## src/rtl/lsec_pkg.sv

```systemverilog
package lsec_pkg;
    typedef enum logic [1:0] {
        ST_IDLE   = 2'd0,
        ST_FIX    = 2'd1,
        ST_REJECT = 2'd2
    } map_state_e;
endpackage

```

## src/rtl/lsec_range.sv

```systemverilog
module lsec_range #(
    parameter int LSN_W   = 16,
    parameter int MAX_LSN = 720
) (
    input  logic [LSN_W-1:0] lsn_i,
    output logic             ok_o
);
    always_comb begin
        ok_o = (lsn_i != '0) && (lsn_i <= LSN_W'(MAX_LSN));
    end
endmodule

```

## src/rtl/lsec_fix_step.sv

```systemverilog
module lsec_fix_step #(
    parameter int WT   = 7,
    parameter int WR   = 9,
    parameter int STEP = 2,
    parameter int ADD  = 16
) (
    input  logic [WT-1:0] trk_i,
    input  logic [WR-1:0] rem_i,
    output logic          need_fix_o,
    output logic [WT-1:0] trk_nx_o,
    output logic [WR-1:0] rem_nx_o,
    output logic [WR-1:0] sec_o
);
    logic [WR-1:0] scaled;

    always_comb begin
        scaled     = WR'(trk_i) * WR'(STEP);
        need_fix_o = (scaled >= rem_i);
        trk_nx_o   = trk_i - 1'b1;
        rem_nx_o   = rem_i + WR'(ADD);
        sec_o      = rem_i - scaled;
    end
endmodule

```

## src/rtl/lsec_mapper.sv

```systemverilog
module lsec_mapper
    import lsec_pkg::*;
#(
    parameter int LSN_W     = 16,
    parameter int TRK_W     = 6,
    parameter int SEC_W     = 5,
    parameter int MAX_LSN   = 720,
    parameter int EST_SHIFT = 4,
    parameter int MAX_FIX   = 6
) (
    input  logic             clk,
    input  logic             rst_n,
    input  logic             start_i,
    input  logic [LSN_W-1:0] lsn_i,
    output logic [TRK_W-1:0] track_o,
    output logic [SEC_W-1:0] sector_o,
    output logic             invalid_o,
    output logic             done_o
);
    localparam int GUESS_SPT = 2 ** EST_SHIFT;
    localparam int STEP      = 2;
    localparam int SPT       = GUESS_SPT + STEP;
    localparam int MAX_TRK   = (MAX_LSN - 1) / SPT;
    localparam int WT        = TRK_W + 1;
    localparam int WR        = TRK_W + 3;

    map_state_e    state_q, state_d;
    logic          lsn_ok;
    logic          need_fix;
    logic [WT-1:0] trk_w, trk_nx;
    logic [WR-1:0] rem_w, rem_nx, sec_w;
    logic [LSN_W-1:0] lsn_q;

    lsec_range #(.LSN_W(LSN_W), .MAX_LSN(MAX_LSN)) u_range (
        .lsn_i (lsn_i),
        .ok_o  (lsn_ok)
    );

    lsec_fix_step #(.WT(WT), .WR(WR), .STEP(STEP), .ADD(GUESS_SPT)) u_step (
        .trk_i      (trk_w),
        .rem_i      (rem_w),
        .need_fix_o (need_fix),
        .trk_nx_o   (trk_nx),
        .rem_nx_o   (rem_nx),
        .sec_o      (sec_w)
    );

    // next state
    always_comb begin
        state_d = state_q;
        unique case (state_q)
            ST_IDLE:   if (start_i) state_d = lsn_ok ? ST_FIX : ST_REJECT;
            ST_FIX:    if (!need_fix) state_d = ST_IDLE;
            ST_REJECT: state_d = ST_IDLE;
            default:   state_d = ST_IDLE;
        endcase
    end

    // state register
    always_ff @(posedge clk or negedge rst_n) begin
        if (!rst_n) state_q <= ST_IDLE;
        else        state_q <= state_d;
    end

    // working registers and outputs
    always_ff @(posedge clk or negedge rst_n) begin
        if (!rst_n) begin
            trk_w     <= '0;
            rem_w     <= '0;
            lsn_q     <= '0;
            track_o   <= '0;
            sector_o  <= '0;
            invalid_o <= 1'b0;
            done_o    <= 1'b0;
        end else begin
            done_o <= 1'b0;
            unique case (state_q)
                ST_IDLE: begin
                    if (start_i && lsn_ok) begin
                        trk_w <= WT'(lsn_i >> EST_SHIFT);
                        rem_w <= WR'(lsn_i[EST_SHIFT-1:0]);
                        lsn_q <= lsn_i;
                    end
                end
                ST_FIX: begin
                    if (need_fix) begin
                        trk_w <= trk_nx;
                        rem_w <= rem_nx;
                    end else begin
                        track_o   <= TRK_W'(trk_w);
                        sector_o  <= SEC_W'(sec_w);
                        invalid_o <= 1'b0;
                        done_o    <= 1'b1;
                    end
                end
                ST_REJECT: begin
                    invalid_o <= 1'b1;
                    done_o    <= 1'b1;
                end
                default: ;
            endcase
        end
    end

    // correction counter, observed by the bound check only
    logic [3:0] fix_cnt;
    always_ff @(posedge clk or negedge rst_n) begin
        if (!rst_n)                           fix_cnt <= '0;
        else if (state_q == ST_IDLE)          fix_cnt <= '0;
        else if (state_q == ST_FIX && need_fix) fix_cnt <= fix_cnt + 1'b1;
    end

    p_fix_bound_r5: assert property (@(posedge clk) disable iff (!rst_n)
        int'(fix_cnt) <= MAX_FIX);

    p_track_range_r2: assert property (@(posedge clk) disable iff (!rst_n)
        (done_o && !invalid_o) |-> (int'(track_o) <= MAX_TRK));

    p_sector_range_r3: assert property (@(posedge clk) disable iff (!rst_n)
        (done_o && !invalid_o) |-> (sector_o >= SEC_W'(1) && int'(sector_o) <= SPT));

    p_identity_r2: assert property (@(posedge clk) disable iff (!rst_n)
        (done_o && !invalid_o) |-> (int'(track_o) * SPT + int'(sector_o) == int'(lsn_q)));

    p_done_pulse_r4: assert property (@(posedge clk) disable iff (!rst_n)
        done_o |=> !done_o);

    p_hold_on_reject_r6: assert property (@(posedge clk) disable iff (!rst_n)
        (done_o && invalid_o) |-> ($stable(track_o) && $stable(sector_o)));
endmodule

```

## config.mk

```make
export PLATFORM = sky130hd
export DESIGN_NAME = lsec_mapper
export DESIGN_NICKNAME = d
export VERILOG_FILES = /design/src/rtl/lsec_pkg.sv /design/src/rtl/lsec_range.sv /design/src/rtl/lsec_fix_step.sv /design/src/rtl/lsec_mapper.sv
export SDC_FILE = /design/constraint.sdc
export NUM_CORES = 1
export LEC_CHECK = 0
export BUFFER_PORTS_ARGS = -buffer_cell sky130_fd_sc_hd__buf_2
export CORE_MARGIN = 10
export CORE_UTILIZATION = 46
export DETAILED_ROUTE_END_ITERATION = 8
export PLACE_DENSITY = 0.67
export REMOVE_ABC_BUFFERS = 1
export SYNTH_ARGS = -nofsm -noshare
export SYNTH_HDL_FRONTEND = slang
export SYNTH_SLANG_ARGS = --single-unit
```

## constraint.sdc

```tcl
create_clock -name clk -period 2.5 [get_ports clk]
set_input_delay 0.5 -clock clk [delete_from_list [all_inputs] [get_ports clk]]
set_output_delay 0.5 -clock clk [all_outputs]
set_load 0.03 [all_outputs]
```

==> results of run 1 <==
## state kept, by name (all words and copies together), names as in the netlist
signal and flops:
state_q 2, trk_w 7, invalid_o 1, done_o 1, track_o 6, sector_o 5, rem_w 9
## logic make-up (layout without fill, tap and decap cells)
group,after synthesis,count (layout),share of synthesized area
fa+ha+maj,16,16,0.109
mux,8,8,0.0448
flops,31,31,0.408
simple gates,72,72,0.204
compound gates,48,48,0.169
xor+xnor,2,2,0.00922
buf+inv,25,80,0.0553
## final timing paths
kind | from | end | slack, ns | depth (start not counted)
setup / recovery | trk_w[0] | rem_w[7] | 0.20 | 7
hold / removal | rst_n | track_o[0] | 0.26 | 1
setup reg to reg | trk_w[0] | rem_w[7] | 0.20 | 7
hold reg to reg | track_o[1] | track_o[1] | 0.47 | 2
max in group asynchronous | rst_n | rem_w[7] | 1.79 | 1
min in group clk | track_o[1] | track_o[1] | 0.47 | 2
## metal layers
layer | up-vias | GRT usage | share of wire | wire, microns
met1 | 728 | 0.146 | 0.46 | 1990
met2 | 20 | 0.209 | 0.49 | 2100
li1 | 802 | - | - | -
met5 | - | 0 | 0 | 0
met3 | 8 | 0.0386 | 0.037 | 160
met4 | 0 | 0.0518 | 0.014 | 62
## power by group through the flow
| stage | sequential [W] | combinational (W) | clock [W] |
|---|---|---|---|
| final | 0.000621 | 0.000575 | 0.000522 |
| after global placement | 0.000629 | 0.000563 | 0 |
| after CTS | 0.000623 | 0.000580 | 0.000529 |
| after floorplan | 0.000703 | 0.000272 | 0 |
| after detailed placement | 0.000632 | 0.000569 | 0 |
| after global routing | 0.000633 | 0.000645 | 0.000551 |
## cell usage after synthesis
library cell,count,area (sq um)
a2111oi_2,1,15.0
a211o_1,1,8.76
a211oi_1,3,22.5
a21o_1,2,15.0
a21oi_1,10,50.1
a221oi_1,1,8.76
a22o_1,1,8.76
a31oi_1,2,12.5
a41oi_1,1,8.76
and2_1,1,6.26
buf_2,3,15.0
buf_6,1,11.3
clkbuf_1,3,11.3
dfrtp_1,31,776
fa_1,1,20.0
ha_1,15,188
inv_1,18,67.6
mux2_1,1,11.3
mux2_2,3,33.8
mux2i_1,4,40.0
nand2_1,33,124
nand2b_1,5,31.3
nand3_1,4,20.0
nand3_2,2,20.0
nand4b_1,2,17.5
nor2_1,10,37.5
nor2b_1,4,25.0
nor3_1,3,15.0
nor4_1,2,12.5
nor4_4,1,21.3
nor4b_4,1,23.8
o211a_1,1,10.0
o211ai_1,1,7.51
o21a_1,2,15.0
o21ai_0,15,75.1
o22a_1,5,43.8
o22ai_2,1,12.5
o31ai_1,1,7.51
or2_2,1,6.26
or3_1,1,6.26
or4_4,1,11.3
or4b_1,1,10.0
xor2_1,2,17.5
## stage by stage
step                      total power (W)  worst slack [ns]  hold WS (ns)
after CTS                         0.00173             0.160         0.281
final                             0.00172             0.205         0.256
after floorplan                  0.000975             0.177         0.204
after detailed placement          0.00120           -0.0357         0.462
after global routing              0.00183            0.0349         0.311
after global placement            0.00119           -0.0324         0.455
## placed cells by master (no fill, tap or decap), drive strengths merged, types with 2 or more instances in the layout
master,instances
dfrtp,31
mux2,4
nand2,33
o21ai,15
nand4b,2
xor2,2
a21o,2
a211oi,3
nor3,3
clkbuf,6
ha,15
mux2i,4
buf,54
o21a,2
o22a,5
nor4,3
nand3,6
inv,18
nor2,10
a31oi,2
a21oi,10
nor2b,4
nand2b,5
## cell type report
| cell class | instances | area (sq um) |
|---|---|---|
| fillers | 339 | 1620 |
| multi-input cells | 146 | 1030 |
| repair buffers | 54 | 328 |
| clock inverters | 2 | 35.0 |
| flip-flops and latches | 31 | 776 |
| well taps | 50 | 62.6 |
| clock buffers | 6 | 82.6 |
| inverters | 18 | 67.6 |
## what timing repair did
| item | CTS | global route |
|---|---|---|
| hold buffers | 0 | 0 |
| endpoints found under the setup margin | 2 | 1 |
| resized for setup | 1 | 1 |
| cloned | 0 | 0 |
==> metrics.md, run 1 <==
| Metric | Value |
|---|---|
| VDD IR max | `about 0.00042 V` |
| Crit path largest cell delay | `around 0.5 ns` |
| Fmax | `about 0.44 GHz` |
| Root buffer cell | `clkbuf_8` |
| Post-layout util | `0.596` |
| Element type at the critical path end | `flop` |
| Row cnt | `23` |
| CTS Buffer Depth | `2` |
| Initial antenna violation count | `0` |
| Yosys Warn Count | `0` |
| CP Data Required Time | `approximately 2.7 ns` |
| CP max FO | `16` |
| # setup viols final | `0` |
| Slew HR | `0.530` |
| Seq cells post-synth | `31` |
| Ordered cell list for the critical path | `ha_1, nor2b_1, o21ai_0, a221oi_2, o22ai_4, or4b_1, nand3_1` |
| ANT nets after route | `0` |
| Number of setup buffers added after CTS | `0` |
| Vias per cell | `slightly above 5` |
| Final Cell Area | `around 2400 sq um` |
| Global-route wire length before repair | `roughly 7.4 mm` |
| Crit share post-route | `0.918` |
| Area growth syn-to-layout | `25.5%` |
| Post-DP HPWL | `3.38 mm` |
| TritonCTS clock tree | `built` |
| 1st-pass router iterations | `4` |
| Final min period | `2.30 ns` |
| Hold Crit Class | `input port to async pin` |
| Leak pwr | `roughly 1.2 nW` |
| Crit path max-delay family | `compound AO/OA/AOI/OAI gates` |
| Least-Margin Pin Slew | `roughly 0.71 ns` |
| Clk slew on worst S/H paths | `~0.07 ns` |
| Drt total wl | `4.32 mm` |
| Final Instance Count excl. Fillers | `307` |
| Share of cells above drive strength 1 | `0.288` |
| Grt total ovfl | `0` |
| Seq/Total Area, Yosys | `0.408` |
| 1st-iter DRT viols | `52` |
| Final Skew | `0.00658 ns` |
| Combinational Power Share | `0.335` |
| Maxcap violations | `0` |
| Routed length per placed instance | `14.1 microns` |
| Startpoint Class | `flop` |
| NetSw | `0.000566 W` |
| Ant diodes | `0` |
| Overall track demand over capacity in global routing | `0.125` |
| Power per cell area | `721 nW/um^2` |
| Status | `completed` |
| Critical path class | `flop to flop` |
| Die W | `84.3 microns` |
| TNS Setup | `0 ns` |
| Vias in the first global route | `between 1,500 and 2,000` |
| Final hold vios | `0` |
| Largest net degree at the start of global routing | `32` |
| Placed Instances | `between 200 and 300` |
| Htree depth | `2` |
| Placed Area | `2250 sq um` |
| Reg power frac | `0.361` |
| Critical path arrival | `2.52 ns` |
| Crit-path slowest cell | `or4b_1` |
| Max-slew violations | `0` |
| Via count | `1,558` |
| Post-Synthesis Cells | `around 200` |
| Syn_area_per_cell | `9.41 sq um` |
| TritonCTS buffer count | `5` |
| Core ar. | `4000 sq um` |
| Cell Area, Synth | `between 1500 and 2000 sq um` |
| Number of I/O pins | `32` |
| DIE AREA | `around 7000 sq um` |
| Clock latency on the worst-skew pair | `slightly below 0.3 ns` |
| # DRC | `0` |
| Placer Congestion | `approximately 0.85` |
| Nets | `roughly 290` |
| CTS Sinks | `31` |
| Yosys cell types | `43` |
| Cell Int Power | `roughly 0.0012 W` |
| Sw Share | `0.329` |
| Worst path buffer plus inverter count | `0` |
| RSZ-0062 raised after global routing | `no` |
| Initial Util | `0.475` |
| Clock power share | `0.304` |
| Die span in y | `between 80 and 90 microns` |
| Port buffer count | `31` |
(Power assumes the default switching activity.)
==> inputs of run 2 (changes only) <==
- ABC_AREA: not set -> 1
==> run 2 against run 1 <==
Effect of this change: via count rose by 13%; cell count rose by 17%; sequential share of layout area rose by 0.61 points; critical path type unchanged.
==> metrics.md, run 2 <==
| Metric | Value |
|---|---|
| Status | `completed` |
| EDFF count, synth | `0 (unchanged)` |
| RSZ-0062 raised after global routing | `no` |
| Least-Margin Pin Slew | `0.718 ns (+0.0131 ns)` |
| Met2 global-route usage | `0.203 (-0.00632)` |
| Ant diodes | `0 (unchanged)` |
| Async S/R FF share, synth | `1.00 (unchanged)` |
| CP Data Required Time | `2.67 ns (-0.05 ns)` |
| Final Skew | `0.00702 ns (+0.000444 ns)` |
| 1st-pass router iterations | `4 (unchanged)` |
| CTS Sinks | `31 (unchanged)` |
| Nets | `341 (+17%)` |
| Max FFs per register | `9 (unchanged)` |
| Met1 Track Usage GR | `0.166 (+0.0201)` |
| Fmax | `0.474 GHz (+8.8%)` |
| Post-Synthesis Cells | `275 (+36%)` |
| ANT nets after route | `0 (unchanged)` |
| Seq/Total Area, Yosys | `0.378 (-0.0301)` |
| Yosys top cell by area | `dfrtp_1` |
| Combinational Power Share | `0.420 (+0.085)` |
| Max-slew violations | `0 (unchanged)` |
| Reg2Reg Setup Slack | `0.39 ns (+0.19 ns)` |
| Most common cell after layout, fill and taps aside | `nand2_1` |
| # setup viols final | `0 (unchanged)` |
| Clock power share | `0.245 (-0.059)` |
| Filler Cell Count | `437 (+29%)` |
| Power per cell area | `909 nW/um^2 (+26%)` |
| Post-layout util | `0.541 (-0.0548)` |
| CP most frequent cell | `nand2_1` |
| Final min period | `2.11 ns (-0.186 ns)` |
| Clk slew on worst S/H paths | `0.07 ns (about the same)` |
| Top flop regs | `rem_w x9, trk_w x7, track_o x6` |
| Busiest grt layer | `met2` |
| Element type at the critical path end | `flop` |
| Final hold vios | `0 (unchanged)` |
| Met3 usage | `0.0300 (-0.00863)` |
| TritonCTS clock tree | `built` |
| Number of I/O pins | `32 (unchanged)` |
| Overall track demand over capacity in global routing | `0.131 (+0.00568)` |
| TritonCTS buffer count | `5 (unchanged)` |
| Sw Share | `0.415 (+0.0859)` |
| Maxcap violations | `0 (unchanged)` |
| Critical path arrival | `2.28 ns (-0.24 ns)` |
| Global-route wire length before repair | `7.98 mm (+7.8%)` |
| Reg with most FFs | `rem_w` |
| Leak pwr | `1.28 nW (+6.1%)` |
| Hold slack | `0.256 ns (-0.000714 ns)` |
| Core ar. | `4320 sq um (+8.1%)` |
| Ordered cell list for the critical path | `inv_1, ha_1, nand2_1, inv_2, nand2_1, nor2_1, nor2_2, nand3_4, buf_4, nand2_1, o21ai_0` |
| Initial Util | `0.475 (-0.000596)` |
| Post-DP HPWL | `3.43 mm (+1.6%)` |
| Most frequent cells in the layout | `nand2_1, dfrtp_1, buf_2, inv_1, nor2_1` |
| Startpoint Class | `flop` |
| Routed length per placed instance | `12.7 microns (-9.4%)` |
| Largest net degree at the start of global routing | `32 (unchanged)` |
| Share of the synthesized area in the top cell type | `0.378 (-0.0301)` |
| Cell Area, Synth | `2050 sq um (+8.0%)` |
| Total power | `0.00213 W (+24%)` |
| Row cnt | `24 (+4.3%)` |
| Htree depth | `2 (unchanged)` |
| Sequential cell area | `776 sq um (unchanged)` |
| Die span in y | `86.8 microns (+3.0%)` |
| Reg power frac | `0.335 (-0.026)` |
| Synth area leaders | `dfrtp_1, nand2_1, ha_1` |
| Yosys cell types | `29 (-33%)` |
| Hold buffers post-CTS | `0 (unchanged)` |
| Area growth syn-to-layout | `14.1%` |
| Syn_area_per_cell | `7.46 sq um (-21%)` |
| Crit share post-route | `0.844 (-0.0745)` |
| TNS Setup | `0 ns (unchanged)` |
| CP max FO | `22 (+6)` |
| Crit-path slowest cell | `dfrtp_1` |
| Drt total wl | `4.57 mm (+5.9%)` |
| Number of setup buffers added after CTS | `0 (unchanged)` |
| Grt total ovfl | `0 (unchanged)` |
| Port buffer count | `31 (unchanged)` |
| Clock latency on the worst-skew pair | `0.30 ns (about the same)` |
| Die W | `86.8 microns (+3.0%)` |
| Multi-input logic area | `1080 sq um (+4.2%)` |
| NetSw | `0.000883 W (+56%)` |
| Placer Congestion | `0.806 (-4.8%)` |
| Commonest cells in the netlist | `nand2_1, dfrtp_1, inv_1` |
| Yosys Warn Count | `0 (unchanged)` |
| Root buffer cell | `clkbuf_8` |
| Share of cells above drive strength 1 | `0.173 (-0.115)` |
| Vias in the first global route | `1,729 (+5.2%)` |
| # resized after CTS | `0 (-1)` |
| Via count | `1,761 (+13%)` |
| Hold Crit Class | `input port to async pin` |
| CTS Buffer Depth | `2 (unchanged)` |
| # DRC | `0 (unchanged)` |
| Most common cell in the netlist | `nand2_1` |
| Slew HR | `0.521 (-0.00877)` |
| VDD IR max | `0.000500 V (+18%)` |
| DIE AREA | `7530 sq um (+6.0%)` |
| Crit path largest cell delay | `0.43 ns (-0.07 ns)` |
| Initial antenna violation count | `0 (unchanged)` |
| Seq cells post-synth | `31 (unchanged)` |
| 1st-iter DRT viols | `111 (+110%)` |
| Vias per cell | `4.91 (-3.3%)` |
| Synth Flop Type | `dfrtp_1` |
| Cell Int Power | `0.00124 W (+7.9%)` |
| Critical path class | `flop to flop` |
-- run 2: worst paths after layout --
path | endpoint | startpoint | cells past startpoint
min | rem_w[8] | rst_n | 1
min reg2reg | track_o[0] | track_o[0] | 2
max in group asynchronous | track_o[4] | rst_n | 1
max | sector_o[1] | trk_w[2] | 11
min in group clk | track_o[0] | track_o[0] | 2
max reg2reg | sector_o[1] | trk_w[2] | 11
-- run 2: power by group through the flow --
stage               Sequential (W)  Clock (W)  Combinational, W
floorplan                 0.000744          0          0.000630
global placement          0.000717          0          0.000897
detailed placement        0.000721          0          0.000897
CTS                       0.000712   0.000534          0.000903
global route              0.000732   0.000559           0.00103
finish                    0.000712   0.000521          0.000894
-- run 2: cells by family after synthesis --
family | after synthesis | synth area share
AND/OR/NAND/NOR | 152 | 0.336
buffers and inverters | 44 | 0.0969
flip-flops | 31 | 0.378
AO/OA/AOI/OAI | 28 | 0.0707
adder cells (fa/ha/maj) | 16 | 0.101
XOR/XNOR | 4 | 0.0171
-- run 2: cell type report --
type / count / share of cell area
Multi-Input combinational cell: 200 / 0.460
Sequential cell: 31 / 0.331
Timing Repair Buffer: 34 / 0.0759
Inverter: 34 / 0.0545
Clock buffer: 6 / 0.0353
Tap cell: 52 / 0.0278
Clock inverter: 2 / 0.0150
-- run 2: metrics by stage --
stage / setup slack [ns] / cell area, sq um / instances
after global routing: 0.137 / 2340 / 359
after floorplan: 0.535 / 1980 / 265
final: 0.391 / 2340 / 359
after CTS: 0.392 / 2340 / 359
after global placement: 0.416 / 2220 / 351
after detailed placement: 0.398 / 2220 / 351
-- run 2: routing by layer --
metal  vias to the layer above  wire length (microns)
met5                         -                      0
met4                         0                     97
met1                       772                   2210
met2                        44                   2050
li1                        938                      -
met3                         7                    217
-- run 2: worst max-delay path, delay by kind of cell, from the launching register on --
kind	cells	cell delay (ns)
AO/OA/AOI/OAI	1	0.08
buffers and inverters	3	0.45
flip-flops	1	0.43
AND/OR/NAND/NOR	6	0.65
adder cells (fa/ha/maj)	1	0.36
